### config.mk
export PLATFORM = sky130hd
export DESIGN_NAME = tmr_channel
export DESIGN_NICKNAME = d
export VERILOG_FILES = /design/src/rtl/tmr_pkg.sv /design/src/rtl/tmr_prescaler.sv /design/src/rtl/tmr_core.sv /design/src/rtl/tmr_pin_drv.sv /design/src/rtl/tmr_channel.sv
export SDC_FILE = /design/constraint.sdc
export NUM_CORES = 1
export LEC_CHECK = 0
export BUFFER_PORTS_ARGS = -buffer_cell sky130_fd_sc_hd__buf_2
export CAP_MARGIN = 5
export CELL_PAD_IN_SITES_DETAIL_PLACEMENT = 0
export CELL_PAD_IN_SITES_GLOBAL_PLACEMENT = 1
export CORE_MARGIN = 2
export CORE_UTILIZATION = 45
export CTS_CLUSTER_SIZE = 20
export DETAILED_ROUTE_END_ITERATION = 12
export PLACE_DENSITY_LB_ADDON = 0.1
export SLEW_MARGIN = 20
export SYNTH_ARGS = -nofsm -noshare
export SYNTH_HDL_FRONTEND = slang
export SYNTH_SLANG_ARGS = --single-unit
### constraint.sdc
create_clock -name clk -period 3.63 [get_ports clk]
set_input_delay 0.363 -clock clk [delete_from_list [all_inputs] [get_ports clk]]
set_output_delay 0.363 -clock clk [all_outputs]
set_load 0.1 [all_outputs]
### src/rtl/tmr_pkg.sv
package tmr_pkg;

    typedef enum logic [2:0] {
        MD_OFF     = 3'd0,
        MD_CAPTURE = 3'd1,
        MD_COMPARE = 3'd2,
        MD_PWM     = 3'd3,
        MD_TIMER   = 3'd4,
        MD_GPIO    = 3'd5
    } tmr_mode_e;

    typedef struct packed {
        logic en;
        logic val;
    } pin_drv_t;

    // A driven 1 becomes high impedance under open-drain emulation.
    function automatic pin_drv_t od_filter(pin_drv_t d, logic od);
        pin_drv_t r;
        r.en  = d.en & ~(od & d.val);
        r.val = r.en & d.val;
        return r;
    endfunction

    function automatic logic is_timeout_mode(tmr_mode_e m);
        return (m == MD_COMPARE) || (m == MD_TIMER);
    endfunction

endpackage

### src/rtl/tmr_prescaler.sv
module tmr_prescaler #(
    parameter int PRE_W = 16
) (
    input  logic             clk,
    input  logic             rst,
    input  logic             clear,
    input  logic             run,
    input  logic [PRE_W-1:0] limit,
    output logic             tick
);

    logic [PRE_W-1:0] pre_q;

    // At-or-above so that a lowered limit cannot strand the count.
    assign tick = run && (pre_q >= limit);

    always_ff @(posedge clk) begin
        if (rst || clear) begin
            pre_q <= '0;
        end else if (run) begin
            pre_q <= tick ? '0 : pre_q + PRE_W'(1);
        end
    end

endmodule

### src/rtl/tmr_core.sv
module tmr_core
    import tmr_pkg::*;
#(
    parameter int CNT_W = 16
) (
    input  logic             clk,
    input  logic             rst,
    input  tmr_mode_e        mode,
    input  logic             cont,
    input  logic             pulse_cap,
    input  logic             tick,
    input  logic             pin_in,
    input  logic [CNT_W-1:0] lim,
    output logic [CNT_W-1:0] cnt_o,
    output logic [CNT_W-1:0] cap_o,
    output logic             status_o,
    output logic             oc_lvl_o,
    output logic             halted_o
);

    logic [CNT_W-1:0] cnt_q, cap_q, cnt_inc;
    logic             status_q, oc_q, halted_q, pin_q;
    logic             rise, fall, at_lim;

    assign rise    = pin_in & ~pin_q;
    assign fall    = ~pin_in & pin_q;
    assign cnt_inc = cnt_q + CNT_W'(1);
    assign at_lim  = (cnt_q >= lim);

    always_ff @(posedge clk) begin
        if (rst) pin_q <= 1'b0;
        else     pin_q <= pin_in;
    end

    always_ff @(posedge clk) begin
        if (rst) begin
            cnt_q    <= '0;
            cap_q    <= '0;
            status_q <= 1'b0;
            oc_q     <= 1'b0;
            halted_q <= 1'b0;
        end else if (mode == MD_OFF) begin
            cnt_q    <= '0;
            status_q <= 1'b0;
            oc_q     <= 1'b0;
            halted_q <= 1'b0;
        end else begin
            case (mode)
                MD_CAPTURE: begin
                    if (pulse_cap) begin
                        if (rise) begin
                            cnt_q <= '0;
                        end else if (fall) begin
                            cap_q    <= cnt_q;
                            status_q <= 1'b1;
                            cnt_q    <= '0;
                        end else if (tick) begin
                            cnt_q <= cnt_inc;
                        end
                    end else if (rise) begin
                        cap_q    <= cnt_q;
                        status_q <= 1'b1;
                        if (!cont)     cnt_q <= '0;
                        else if (tick) cnt_q <= cnt_inc;
                    end else if (tick) begin
                        cnt_q <= cnt_inc;
                    end
                end
                MD_COMPARE, MD_TIMER: begin
                    if (tick) begin
                        if (at_lim) begin
                            cnt_q    <= '0;
                            status_q <= 1'b1;
                            if (!cont) halted_q <= 1'b1;
                            if (mode == MD_COMPARE) oc_q <= ~oc_q;
                        end else begin
                            cnt_q <= cnt_inc;
                        end
                    end
                end
                MD_PWM: begin
                    if (tick) begin
                        if (at_lim) begin
                            cnt_q    <= '0;
                            status_q <= 1'b1;
                        end else begin
                            cnt_q <= cnt_inc;
                        end
                    end
                end
                default: ;
            endcase
        end
    end

    assign cnt_o    = cnt_q;
    assign cap_o    = cap_q;
    assign status_o = status_q;
    assign oc_lvl_o = oc_q;
    assign halted_o = halted_q;

    AST_OFF_CLEARS: assert property (@(posedge clk) disable iff (rst)
        (mode == MD_OFF) |=> (cnt_q == '0 && !status_q && !halted_q && !oc_q));

    AST_CNT_ONLY_ON_TICK: assert property (@(posedge clk) disable iff (rst)
        (mode != MD_OFF && !tick && !rise && !fall) |=> $stable(cnt_q));

    AST_HALT_FREEZE: assert property (@(posedge clk) disable iff (rst)
        (halted_q && is_timeout_mode(mode)) |=> (halted_q && $stable(cnt_q) && $stable(oc_q)));

    AST_STATUS_STICKY: assert property (@(posedge clk) disable iff (rst)
        (status_q && mode != MD_OFF) |=> status_q);

endmodule

### src/rtl/tmr_pin_drv.sv
module tmr_pin_drv
    import tmr_pkg::*;
#(
    parameter int CNT_W = 16
) (
    input  tmr_mode_e        mode,
    input  logic [1:0]       gpio_sel,
    input  logic             od,
    input  logic             oc_lvl,
    input  logic [CNT_W-1:0] cnt,
    input  logic [CNT_W-1:0] width,
    output logic             pin_o,
    output logic             pin_oe
);

    pin_drv_t raw, fin;

    always_comb begin
        raw = '0;
        case (mode)
            MD_COMPARE: raw = '{en: 1'b1, val: oc_lvl};
            MD_PWM:     raw = '{en: 1'b1, val: (cnt < width)};
            MD_TIMER, MD_GPIO: raw = '{en: gpio_sel[1], val: gpio_sel[1] & gpio_sel[0]};
            default:    raw = '0;
        endcase
        fin = od_filter(raw, od);
    end

    assign pin_o  = fin.val;
    assign pin_oe = fin.en;

    always_comb begin
        if (od) begin
            AST_OD_NEVER_HIGH: assert (!(pin_oe && pin_o));
        end
    end

endmodule

### src/rtl/tmr_channel.sv
module tmr_channel
    import tmr_pkg::*;
#(
    parameter int CNT_W = 16,
    parameter int PRE_W = 16,
    localparam int DATA_W = (CNT_W > PRE_W) ? CNT_W : PRE_W
) (
    input  logic              clk,
    input  logic              rst,
    input  logic [2:0]        mode_i,
    input  logic              cont_i,
    input  logic              pulse_cap_i,
    input  logic              open_drain_i,
    input  logic              irq_en_i,
    input  logic [1:0]        gpio_sel_i,
    input  logic              wr_prescale_i,
    input  logic              wr_limit_i,
    input  logic              wr_width_i,
    input  logic [DATA_W-1:0] wdata_i,
    input  logic              pin_i,
    output logic              pin_o,
    output logic              pin_oe_o,
    output logic [CNT_W-1:0]  capture_o,
    output logic              status_o,
    output logic              irq_o
);

    tmr_mode_e        mode;
    logic [PRE_W-1:0] prescale_q;
    logic [CNT_W-1:0] limit_q, width_q, cnt;
    logic             tick, halted, oc_lvl, status;

    assign mode = tmr_mode_e'(mode_i);

    always_ff @(posedge clk) begin
        if (rst) begin
            prescale_q <= '0;
            limit_q    <= '0;
            width_q    <= '0;
        end else begin
            if (wr_prescale_i) prescale_q <= wdata_i[PRE_W-1:0];
            if (wr_limit_i)    limit_q    <= wdata_i[CNT_W-1:0];
            if (wr_width_i)    width_q    <= wdata_i[CNT_W-1:0];
        end
    end

    tmr_prescaler #(.PRE_W(PRE_W)) u_pre (
        .clk   (clk),
        .rst   (rst),
        .clear (mode == MD_OFF),
        .run   ((mode != MD_OFF) && !halted),
        .limit (prescale_q),
        .tick  (tick)
    );

    tmr_core #(.CNT_W(CNT_W)) u_core (
        .clk       (clk),
        .rst       (rst),
        .mode      (mode),
        .cont      (cont_i),
        .pulse_cap (pulse_cap_i),
        .tick      (tick),
        .pin_in    (pin_i),
        .lim       (limit_q),
        .cnt_o     (cnt),
        .cap_o     (capture_o),
        .status_o  (status),
        .oc_lvl_o  (oc_lvl),
        .halted_o  (halted)
    );

    tmr_pin_drv #(.CNT_W(CNT_W)) u_pin (
        .mode     (mode),
        .gpio_sel (gpio_sel_i),
        .od       (open_drain_i),
        .oc_lvl   (oc_lvl),
        .cnt      (cnt),
        .width    (width_q),
        .pin_o    (pin_o),
        .pin_oe   (pin_oe_o)
    );

    assign status_o = status;
    assign irq_o    = status & irq_en_i;

    AST_IRQ_GATED: assert property (@(posedge clk) disable iff (rst)
        !irq_en_i |-> !irq_o);

endmodule

# Word-level counts from Yosys, hierarchy flattened
# Cells that the tools add are included.
# W data, S select, Z words.
dict set report classes {
  shift 0
  n_mux 22
  eq_ne 11
  n_reduce_logical 18
  n_lt_le_gt_ge 3
  add_sub_neg 2
  mul 0
  div 0
  n_bitwise 13
}
# cell n
set op_table {}
lappend op_table {{$mux W16} 13}
lappend op_table {{$add A16 B1 Y16 const B} 2}
lappend op_table {{$ge A16 B16 Y1} 2}
lappend op_table {{$pmux W16 S2} 1}
lappend op_table {{$lt A16 B16 Y1} 1}
lappend op_table {{$reduce_and A4 Y1} 2}
lappend op_table {{$and A1 B1 Y1} 7}
lappend op_table {{$eq A3 B2 Y1 const B} 2}
lappend op_table {{$eq A3 B3 Y1 const B} 2}
lappend op_table {{$mux W1} 6}
lappend op_table {{$not A1 Y1} 6}
lappend op_table {{$pmux W2 S3} 1}
lappend op_table {{$reduce_and A6 Y1} 1}
lappend op_table {{$reduce_bool A2 Y1} 3}
lappend op_table {{$reduce_or A2 Y1} 3}
lappend op_table {{$reduce_and A5 Y1} 1}
lappend op_table {{$ne A2 B1 Y1 const B} 2}
lappend op_table {{$eq A3 B1 Y1 const B} 1}
lappend op_table {{$logic_not A3 Y1} 1}
lappend op_table {{$ne A3 B1 Y1 const B} 1}
lappend op_table {{$ne A3 B2 Y1 const B} 1}
lappend op_table {{$ne A3 B3 Y1 const B} 1}
lappend op_table {{$reduce_bool A3 Y1} 1}
lappend op_table {{$reduce_or A3 Y1} 1}
lappend op_table {{other kinds (6)} 7}
dict set report word_totals {
  latch_bits 0
  word_cells 79
  input_bits 31
  mem_count 0
  register_bits 100
  mem_bits_rw 0
  mem_bits_ro 0
}

# Longest topological paths before layout
# Gate-level depths: netlist of run 1.
dict set report depth {
  ltp_word 8
  mapped_depth 10
}

# By module
# Synthesis of run 1 repeated with hierarchy kept, for this count alone.
dict set report unflattened {
  cells_unflattened 673
  area_unflattened_um2 6069.6
}
# module area_each_um2 seq_area_each_um2 n_inst cells_per_inst
set by_module_without_submodules {}
lappend by_module_without_submodules {tmr_core 2623.8 720.7 1 314}
lappend by_module_without_submodules {tmr_channel 1752.9 960.9 1 158}
lappend by_module_without_submodules {tmr_prescaler 1203.7 320.3 1 138}
lappend by_module_without_submodules {tmr_pin_drv 489.2 0.0 1 63}

# Worst setup path before layout of run 1
# No wires, ideal clock.
dict set report synth_timing {
  kind {reg-to-output}
  startpoint {register (tool-made name)}
  endpoint {output port pin_oe_o}
  required_ns 3.267
  stages_incl_launch_ff 8
  path_slack_ns 0.383
  t_arrival_ns 2.884
  cell_sequence {dfxtp_1 > ha_1 > a21boi_0 > o21a_1 > o211ai_1 > a21oi_1 > o211ai_1 > a31oi_1}
}
# item line_no
set synth_rtl {}
lappend synth_rtl {{end, declared} tmr_channel.sv:22} ;# output logic pin_oe_o,

==> summary.txt, run 1 <==
PLACED DESIGN
-------------------------------------------------------------------------------------------------
GPL Wtd Cong                                                                                0.826
Total of buffers placed on input and output ports                                              50
Number of placed instances, taps included                                                     771
Sum of net half-perimeters after detailed placement                                       9270 um
Area after DPL                                                                          5730 um^2

GLOBAL ROUTING
-------------------------------------------------------------------------------------------------
Maximum number of pins on one net before global-route repair                                   62
Number of global-route vias before repair                                                    4155
Overflow left after global routing                                                              0
GRT Overall Usage                                                                           0.201
Number of antenna violations at the first check in global routing                               0
Wire length of the first global-routing pass                                             20700 um

WORST SETUP PATH
-------------------------------------------------------------------------------------------------
Maximum fanout along the worst path                                                             7
Critical Path Source Type                                                                register
Arrival time reported for the critical path endpoint                                      2670 ps
Register-to-register path setup slack                                                      640 ps
Startpoint-to-endpoint class of the critical path                                      reg -> out
Endpoint of the worst register-to-register path                                      u_core.cnt_o[0]
CP endpoint kind                                                                      output port
Capturing element of the worst setup path                                                   pin_o
Worst Reg2Reg Path Length in Cells                                                              9
Start of the worst register-to-register path                                         u_pre.pre_q[0]
Req. time, crit path                                                                      3270 ps

STA
-------------------------------------------------------------------------------------------------
Count of pins over their slew limit                                                             0
Ratio of final minimum period to clock period                                               0.835
Actual transition at the worst max-transition pin                                          669 ps
Maximum clock frequency                                                                 0.330 GHz
Max-Slew Margin vs Limit                                                                    0.552
Setup repair after global routing missed its margin                                            no
Hold Fails Final Rpt                                                                            0
Sum Neg Setup Slack                                                                          0 ps
Final period demand of the worst path                                                     3030 ps
Clock Skews                                                                               8.82 ps
Minimum hold slack                                                                         301 ps
Final setup vio count                                                                           0

SYNTHESIS
-------------------------------------------------------------------------------------------------
Synthesized cell area                                                                   5380 um^2
Average cell area after synthesis                                                       9.02 um^2
Number of distinct library cell variants in the gate-level netlist after synthesis             59
Gate Count Post-Synth                                                                         597
Proportion of synthesized chip area in sequential cells                                     0.372
Number of enable-type register cells in the synthesized netlist                                 0
Net count after synthesis                                                                     679
Warnings, synthesis                                                                             0
Most instantiated flip-flop cell in the synthesis netlist                            sky130_fd_sc_hd__dfxtp_1
Synthesized flop and latch total                                                              100
Post-synthesis async set-or-reset flop share                                                    0

CLOCK NETWORK
-------------------------------------------------------------------------------------------------
Quantity of gates resized following cts                                                         0
Depth of the CTS H-tree                                                                         3
Clock-pin slew of the registers on the worst-case setup and hold paths                      70 ps
Clock root buffer                                                                    sky130_fd_sc_hd__clkbuf_16
Count of hold-fix buffers inserted at cts                                                       0
Count of buffers added by post-CTS timing repair for setup                                      0
CTS Buf Count                                                                                   9
Clock Latency Late Sink                                                                    350 ps
Clock tree from TritonCTS                                                                   built
CTS Sinks                                                                                     100
Maximum number of buffers from clock root to sink                                               2

JOB
-------------------------------------------------------------------------------------------------
Maximum capacitance violations                                                                  0

POWER AND IR DROP
-------------------------------------------------------------------------------------------------
Leakage power figure                                                                   0.00271 uW
Worst voltage drop across the vdd grid                                                   0.275 mV
Pwr Density                                                                           408 nW/um^2
Post-route total power                                                                    2470 uW

HOLD PATH
-------------------------------------------------------------------------------------------------
Worst Hold Depth                                                                                3
Min-Delay Path Class                                                                    in -> reg
Hold path startpoint                                                                        pin_i

LAYOUT
-------------------------------------------------------------------------------------------------
Number of inserted diodes                                                                       0
Commonest cells after routing, fill and taps aside                                   100 x sky130_fd_sc_hd__dfxtp_1, 96 x sky130_fd_sc_hd__nor2_1, 64 x sky130_fd_sc_hd__mux2i_1
Number of nets in the layout                                                                  721
Commonest non-fill, non-tap cell in the layout                                       sky130_fd_sc_hd__dfxtp_1
Final cell area excluding filler cells                                                  6060 um^2
Area growth from synthesis to final layout                                                  12.5%
Layout cells sized above 1                                                                  0.134
Number of standard cells in the final layout excluding fillers                                787

DRT
-------------------------------------------------------------------------------------------------
Count of unresolved DRC violations after routing                                                0
Routed via count divided by cell count                                                       5.31
1st-iter DRT viols                                                                            196
Wire length after detailed routing                                                       12100 um
Vias after detailed routing                                                                  4181
Wire length per cell                                                                      15.4 um
Final antenna-violating net count                                                               0
DR pass1 iterations                                                                             4

FLOORPLANNING
-------------------------------------------------------------------------------------------------
Num ports                                                                                      51
Vert. Die Dim                                                                              113 um
Core Box Area                                                                          11600 um^2
Die outline area                                                                       12900 um^2
Starting density of the core                                                                0.466
Row count                                                                                      39
Floorplan die width                                                                        113 um

STATUS
-------------------------------------------------------------------------------------------------
Outcome                                                                                 completed

==> where the power goes <==
| part | internal [uW] | leakage, uW | total [uW] | switching (uW) |
|---|---|---|---|---|
| clock | 609 | 0.000158 | 1020 | 413 |
| sequential | 1130 | 0.000816 | 1160 | 24.2 |
| combinational | 115 | 0.00173 | 294 | 179 |
| total | 1860 | 0.00271 | 2470 | 615 |
==> metrics by stage <==
| stage | setup WS (ps) | utilization |
|---|---|---|
| after floorplan | 383 | - |
| after global placement | 776 | 0.496 |
| after CTS | 593 | 0.524 |
| final | 597 | 0.524 |
| after global routing | 449 | 0.524 |
| after detailed placement | 709 | 0.496 |
==> worst min path at each step <==
| stage | end |
|---|---|
| after global placement | u_core.cap_o[4] |
| after CTS | u_core.pin_q |
| after detailed placement | u_core.cap_o[7] |
| final | u_core.pin_q |
| after floorplan | width_q[0] |
| after global routing | limit_q[3] |
==> kinds of logic (layout without fill, tap and decap cells) <==
logic type,count (synthesis),in the layout,share of synthesized area
simple gates,199,199,0.178
xor+xnor,15,15,0.0244
mux,65,65,0.121
buf+inv,78,125,0.0590
compound gates,89,89,0.127
flops,100,100,0.372
fa+ha+maj,51,51,0.119
==> metal layers <==
layer,vias to the layer above,share of wire,global-route usage,wire length (um)
met2,44,0.46,0.336,5620
met3,11,0.026,0.0335,317
li1,2163,-,-,-
met5,-,0,0,0
met4,0,0.013,0.0610,155
met1,1963,0.50,0.268,6000
==> synth_stat cells (8+ instances only) <==
library cell	n	area share
sky130_fd_sc_hd__dfxtp_1	100	0.37
sky130_fd_sc_hd__nor2_1	96	0.067
sky130_fd_sc_hd__mux2i_1	64	0.12
sky130_fd_sc_hd__inv_1	56	0.039
sky130_fd_sc_hd__ha_1	51	0.12
sky130_fd_sc_hd__nand2_1	27	0.019
sky130_fd_sc_hd__a21oi_1	18	0.017
sky130_fd_sc_hd__a22o_1	13	0.021
sky130_fd_sc_hd__nor3_1	13	0.012
sky130_fd_sc_hd__clkbuf_1	11	0.0077
sky130_fd_sc_hd__nor2b_1	11	0.013
sky130_fd_sc_hd__o31ai_1	11	0.015
sky130_fd_sc_hd__xor2_1	11	0.018
sky130_fd_sc_hd__nand3_1	9	0.0084
sky130_fd_sc_hd__and3_1	8	0.0093
sky130_fd_sc_hd__o21ai_0	8	0.0074
==> critical path: stages, from the launching register on <==
cell and delay, ps:
sky130_fd_sc_hd__dfxtp_1 500, sky130_fd_sc_hd__ha_1 300, sky130_fd_sc_hd__and3_1 180, sky130_fd_sc_hd__a221oi_1 310
sky130_fd_sc_hd__a21oi_1 160, sky130_fd_sc_hd__o211ai_1 270, sky130_fd_sc_hd__and3_1 180, sky130_fd_sc_hd__buf_2 420
==> area by class of cell <==
type                       count  area (um^2)
sequential                   100         2000
multi-input combinational    419         3070
fill                        1123         5510
clock inverter                 3         42.5
clock buffer                  13          280
timing repair buffer          53          273
tap                          143          179
inverter                      56          210
Power figures use the tool's default switching activity.
==> run 2: changes to the inputs <==
clock period = 2.9 ns   (was 3.63 ns; I/O delays follow)
==> run 2 against run 1 <==
  * Power grew 20%
  * Clock-buffer cell count shrank 2
  * Non-clock buffer count grew 11
  * Via count grew 0.74%
  * First-iteration DRC count grew 18%
  * Global-route usage shrank 0.19 points
==> summary.txt, run 2 (synthesis gave the netlist of run 1 again) <==
FLOORPLANNING
-------------------------------------------------------------------------------------
Floorplan die width                                                            113 um   unchanged
Starting density of the core                                                    0.466   unchanged
Num ports                                                                          51   unchanged
Vert. Die Dim                                                                  113 um   unchanged
Core Box Area                                                              11600 um^2   unchanged
Row count                                                                          39   unchanged
Die outline area                                                           12900 um^2   unchanged

DRT
-------------------------------------------------------------------------------------
Vias after detailed routing                                                      4212   +0.74%
Wire length per cell                                                          15.3 um   -0.36%
Wire length after detailed routing                                           12200 um   +1.0%
Count of unresolved DRC violations after routing                                    0   unchanged
Routed via count divided by cell count                                           5.28   -0.65%
Final antenna-violating net count                                                   0   unchanged
1st-iter DRT viols                                                                231   +18%
DR pass1 iterations                                                                 4   unchanged

LAYOUT
-------------------------------------------------------------------------------------
Post-Route Utilization                                                          0.529   +0.00508
Commonest cells after routing, fill and taps aside                       99 x sky130_fd_sc_hd__dfxtp_1, 96 x sky130_fd_sc_hd__nor2_1, 64 x sky130_fd_sc_hd__mux2i_1
Number of fill cells                                                             1108   -1.3%
Number of nets in the layout                                                      732   +1.5%
Area growth from synthesis to final layout                                      13.6%
Sequential cell area                                                        2000 um^2   about the same
Number of standard cells in the final layout excluding fillers                    798   +1.4%
Commonest non-fill, non-tap cell in the layout                           sky130_fd_sc_hd__dfxtp_1
Number of inserted diodes                                                           0   unchanged
Area occupied by multi-input gates                                          3080 um^2   +0.20%
Final cell area excluding filler cells                                      6110 um^2   +0.97%
Layout cells sized above 1                                                      0.150   +0.0161

GLOBAL ROUTING
-------------------------------------------------------------------------------------
Maximum number of pins on one net before global-route repair                       34   -45%
Wire length of the first global-routing pass                                 20200 um   -2.4%
Number of antenna violations at the first check in global routing                   0   unchanged
Number of global-route vias before repair                                        4064   -2.2%
Overflow left after global routing                                                  0   unchanged
GRT Overall Usage                                                               0.199   -0.00187

CLOCK NETWORK
-------------------------------------------------------------------------------------
CTS Buf Count                                                                       9   unchanged
Clock-pin slew of the registers on the worst-case setup and hold paths          70 ps   about the same
Depth of the CTS H-tree                                                             3   unchanged
Count of hold-fix buffers inserted at cts                                           0   unchanged
Count of buffers added by post-CTS timing repair for setup                          0   unchanged
Clock tree from TritonCTS                                                       built
CTS Sinks                                                                         100   unchanged
Maximum number of buffers from clock root to sink                                   2   unchanged
Clock root buffer                                                        sky130_fd_sc_hd__clkbuf_16
Clock Latency Late Sink                                                        360 ps   about the same

WORST SETUP PATH
-------------------------------------------------------------------------------------
Critical Path Source Type                                                    register
CP endpoint kind                                                          output port
Startpoint-to-endpoint class of the critical path                          reg -> out
Maximum fanout along the worst path                                                 8   +1
Arrival time reported for the critical path endpoint                          2470 ps   -200 ps
Start of the worst register-to-register path                             prescale_q[2]
Req. time, crit path                                                          2610 ps   -660 ps

STA
-------------------------------------------------------------------------------------
Final setup vio count                                                               0   unchanged
Actual transition at the worst max-transition pin                              537 ps   -132 ps
Hold Fails Final Rpt                                                                0   unchanged
Sum Neg Setup Slack                                                              0 ps   unchanged
Worst setup slack after layout                                                 142 ps   -455 ps
Final period demand of the worst path                                         2760 ps
Ratio of final minimum period to clock period                                   0.951
Setup repair after global routing missed its margin                                no
Clock Skews                                                                   6.48 ps   -2.34 ps
Max-Slew Margin vs Limit                                                        0.639   +0.0862
Count of pins over their slew limit                                                 0   unchanged
Maximum clock frequency                                                     0.363 GHz

POWER AND IR DROP
-------------------------------------------------------------------------------------
Pwr Density                                                               485 nW/um^2   +19%
Worst voltage drop across the vdd grid                                       0.264 mV   -3.8%
Leakage power figure                                                       0.00274 uW   +1.4%

PLACED DESIGN
-------------------------------------------------------------------------------------
Post-Place Worst Slack                                                         235 ps   -474 ps
Number of placed instances, taps included                                         782   +1.4%
Total of buffers placed on input and output ports                                  50   unchanged
GPL Wtd Cong                                                                    0.843   +2.1%
Sum of net half-perimeters after detailed placement                           9250 um   -0.25%
Area after DPL                                                              5830 um^2   +1.8%

JOB
-------------------------------------------------------------------------------------
Maximum capacitance violations                                                      0   unchanged

HOLD PATH
-------------------------------------------------------------------------------------
Min-Delay Path Class                                                        in -> reg
Hold path startpoint                                                            pin_i

STATUS
-------------------------------------------------------------------------------------
Outcome                                                                     completed

## run 2: critical path: stages, from the launching register on
cell,delay [ps]
sky130_fd_sc_hd__dfxtp_1,480
sky130_fd_sc_hd__ha_1,280
sky130_fd_sc_hd__and3_1,160
sky130_fd_sc_hd__a221oi_1,280
sky130_fd_sc_hd__a21oi_1,140
sky130_fd_sc_hd__o211ai_1,300
sky130_fd_sc_hd__and3_1,230
sky130_fd_sc_hd__buf_6,230
## run 2: area by class of cell
class / count / share of cell area
sequential: 100 / 0.328
multi-input combinational: 419 / 0.503
timing repair buffer: 64 / 0.0616
tap: 143 / 0.0293
inverter: 56 / 0.0344
clock inverter: 5 / 0.00450
clock buffer: 11 / 0.0397
## run 2: power breakdown
group / switching (uW) / internal [uW] / total (uW)
clock: 528 / 600 / 1130
combinational: 232 / 157 / 389
sequential: 27.6 / 1420 / 1450
total: 787 / 2180 / 2960
## run 2: metal layers
metal	track usage	routed length, um	up-vias
met4	0.0732	191	0
li1	-	-	2183
met1	0.266	5970	1968
met2	0.323	5620	52
met3	0.0377	432	9
met5	0	0	-
## run 2: path summary, 6_finish.rpt
kind	end	slack [ps]	cells after the start
max	pin_o	140	7
min	u_core.pin_q	210	3
max reg2reg	register	250	11
min reg2reg	u_core.cap_o[11]	490	2
## run 2: through the flow
stage,power [uW],hold slack (ps)
2_1_floorplan,1750,430
3_3_place_gp,1860,467
3_5_place_dp,1870,478
4_1_cts,3000,199
5_1_grt,3100,226
6_report,2960,209
## run 2: what timing repair did
action,4_1_cts,5_1_grt
setup endpoints to repair,1,2
pin swaps,0,0
resized for setup,1,3
==> run 3: changes to the inputs <==
PLACE_DENSITY = 0.85   (was not set)
PLACE_DENSITY_LB_ADDON = not set   (was 0.1)
SETUP_SLACK_MARGIN = 0.4   (was not set)
SLEW_MARGIN = not set   (was 20)
==> run 3 against run 2 <==
  * Fmax increased by 7.0%
  * Die area unchanged
  * Worst hold slack improved by 14 ps
  * Critical path depth unchanged
  * Sequential power about the same
  * Combinational power increased by 19%
  * Power increased by 8.9%
  * Utilization increased by 3.7 points
  * Register-to-register slack improved by 130 ps
  * Setup slack improved by 180 ps
  * Clock power increased by 17%
  * Critical path type unchanged
  * Critical endpoint unchanged
  * Largest cell class unchanged
==> summary.txt, run 3 (synthesis gave the netlist of run 1 again) <==
LAYOUT
-------------------------------------------------------------------------------------
Commonest non-fill, non-tap cell in the layout                           sky130_fd_sc_hd__nor2_1
Final cell area excluding filler cells                                      6540 um^2   +7.0%
Layout cells sized above 1                                                      0.229   +0.0792
Area growth from synthesis to final layout                                      21.5%
Number of fill cells                                                             1019   -8.0%
Number of inserted diodes                                                           0   unchanged
Post-Route Utilization                                                          0.566   +0.0371
Number of standard cells in the final layout excluding fillers                    803   +0.63%
Commonest cells after routing, fill and taps aside                       96 x sky130_fd_sc_hd__nor2_1, 82 x sky130_fd_sc_hd__dfxtp_1, 64 x sky130_fd_sc_hd__mux2i_1
Number of nets in the layout                                                      737   +0.68%

POWER AND IR DROP
-------------------------------------------------------------------------------------
Clock network power share                                                       0.409   +0.028
Leakage power figure                                                       0.00285 uW   +3.9%
Pwr Density                                                               493 nW/um^2   +1.8%
Net switching power                                                            810 uW   +2.9%
Seq pwr share                                                                   0.448   -0.040
Fraction of power spent switching nets                                          0.251   -0.0148
Worst voltage drop across the vdd grid                                       0.248 mV   -6.1%
Comb pwr share                                                                  0.143   +0.012
Internal power                                                                2420 uW   +11%

WORST SETUP PATH
-------------------------------------------------------------------------------------
Cell chain of the critical path                                          ha_1, and3_4, a221oi_2, a21oi_2, o211ai_1, and3_4, buf_12
Register-to-register path setup slack                                          380 ps   +130 ps
Critical Path Source Type                                                    register
Maximum fanout along the worst path                                                 8   unchanged
Startpoint-to-endpoint class of the critical path                          reg -> out
CP endpoint kind                                                          output port
Worst Reg2Reg Path Length in Cells                                                  9   -2
Most used cell, CP                                                       sky130_fd_sc_hd__and3_4
Req. time, crit path                                                          2610 ps   about the same
Highest-delay cell along the critical path                               sky130_fd_sc_hd__dfxtp_4
Arrival time reported for the critical path endpoint                          2290 ps   -180 ps
Maximum cell stage delay along the critical path                               370 ps   -110 ps

GLOBAL ROUTING
-------------------------------------------------------------------------------------
GRT Overall Usage                                                               0.202   +0.00261
Number of global-route vias before repair                                        4183   +2.9%
Overflow left after global routing                                                  0   unchanged
Maximum number of pins on one net before global-route repair                       47   +38%
Wire length of the first global-routing pass                                 20700 um   +2.4%
Number of antenna violations at the first check in global routing                   0   unchanged

STA
-------------------------------------------------------------------------------------
Worst setup slack after layout                                                 322 ps   +180 ps
Setup repair after global routing missed its margin                               yes
Maximum clock frequency                                                     0.388 GHz   +7.0%
Count of pins over their slew limit                                                 0   unchanged
Actual transition at the worst max-transition pin                              562 ps   +24.3 ps
Final period demand of the worst path                                         2580 ps   -180 ps
Clock Skews                                                                   9.13 ps   +2.65 ps
Hold Fails Final Rpt                                                                0   unchanged
Max-Slew Margin vs Limit                                                        0.626   -0.0129
Final setup vio count                                                               0   unchanged
Ratio of final minimum period to clock period                                   0.889   -0.0622
Sum Neg Setup Slack                                                              0 ps   unchanged

CLOCK NETWORK
-------------------------------------------------------------------------------------
Maximum number of buffers from clock root to sink                                   2   unchanged
Clock tree from TritonCTS                                                       built
Count of hold-fix buffers inserted at cts                                           0   unchanged
Clock-pin slew of the registers on the worst-case setup and hold paths          70 ps   about the same
Clock Latency Late Sink                                                        350 ps   about the same
CTS Sinks                                                                         100   unchanged
Clock root buffer                                                        sky130_fd_sc_hd__clkbuf_16
CTS Buf Count                                                                       9   unchanged
Depth of the CTS H-tree                                                             3   unchanged

FLOORPLANNING
-------------------------------------------------------------------------------------
Floorplan die width                                                            113 um   unchanged
Die outline area                                                           12900 um^2   unchanged
Vert. Die Dim                                                                  113 um   unchanged
Core Box Area                                                              11600 um^2   unchanged
Starting density of the core                                                    0.466   unchanged
Num ports                                                                          51   unchanged
Row count                                                                          39   unchanged

PLACED DESIGN
-------------------------------------------------------------------------------------
Total of buffers placed on input and output ports                                  50   unchanged
Area after DPL                                                              5790 um^2   -0.84%
Number of placed instances, taps included                                         777   -0.64%
Sum of net half-perimeters after detailed placement                           8960 um   -3.2%
GPL Wtd Cong                                                                    0.885   +4.9%
Post-Place Worst Slack                                                         341 ps   +106 ps

DRT
-------------------------------------------------------------------------------------
1st-iter DRT viols                                                                181   -22%
Wire length after detailed routing                                           12600 um   +2.9%
Wire length per cell                                                          15.7 um   +2.2%
Final antenna-violating net count                                                   0   unchanged
Vias after detailed routing                                                      4320   +2.6%
Count of unresolved DRC violations after routing                                    0   unchanged
Routed via count divided by cell count                                           5.38   +1.9%
DR pass1 iterations                                                                 5   +1

HOLD PATH
-------------------------------------------------------------------------------------
Hold EP                                                                   width_q[12]
Worst Hold Depth                                                                    3   unchanged
Min-Delay Path Class                                                        in -> reg
Hold path startpoint                                                      wdata_i[12]

STATUS
-------------------------------------------------------------------------------------
Outcome                                                                     completed

JOB
-------------------------------------------------------------------------------------
Maximum capacitance violations                                                      0   unchanged

run 3: area by class of cell:
type | count | area (um^2) | area share
Multi-Input combinational cell | 419 | 3350 | 0.513
Sequential cell | 100 | 2030 | 0.311
Clock buffer | 13 | 260 | 0.0398
Clock inverter | 3 | 68.8 | 0.0105
Tap cell | 143 | 179 | 0.0273
Inverter | 56 | 210 | 0.0321
Timing Repair Buffer | 69 | 437 | 0.0667
run 3: worst max-delay path, delay by kind of cell (launching register included):
family | cells | cell delay, ps
compound gates | 3 | 680
buf+inv | 1 | 170
fa+ha+maj | 1 | 300
flops | 1 | 370
simple gates | 2 | 420
run 3: worst max-delay path by stage:
stage | slack (ps) | cells past startpoint | startpoint | to
6_report | 320 | 7 | register | pin_o
5_1_grt | 240 | 10 | limit_q[13] | register
3_5_place_dp | 340 | 7 | register | pin_o
4_1_cts | 290 | 9 | width_q[1] | pin_o
3_3_place_gp | 350 | 7 | register | pin_o
2_1_floorplan | 380 | 7 | register | pin_oe_o
run 3: timing repair:
action,CTS,global route
gates cloned,2,0
gates resized for setup,34,47
pin swaps,14,18
endpoints found under the setup margin,8,21
buffers inserted,2,6
run 3: routing by layer:
metal,global-route usage,up-vias,routed length [um]
met4,0.0659,0,167
met2,0.341,76,6050
met3,0.0324,11,462
li1,-,2188,-
met1,0.266,2045,5890
met5,0,-,0
run 3: metrics by stage:
step | total power [uW] | hold WS (ps)
after detailed placement | 1860 | 475
after global placement | 1850 | 467
after floorplan | 1750 | 430
after CTS | 3200 | 216
after global routing | 3360 | 234
final | 3230 | 223
run 3: power groups by stage:
| stage | combinational [uW] | sequential [uW] | clock [uW] |
|---|---|---|---|
| floorplan | 275 | 1470 | 0 |
| global placement | 372 | 1480 | 0 |
| detailed placement | 378 | 1480 | 0 |
| CTS | 406 | 1450 | 1350 |
| global route | 507 | 1450 | 1400 |
| finish | 461 | 1450 | 1320 |
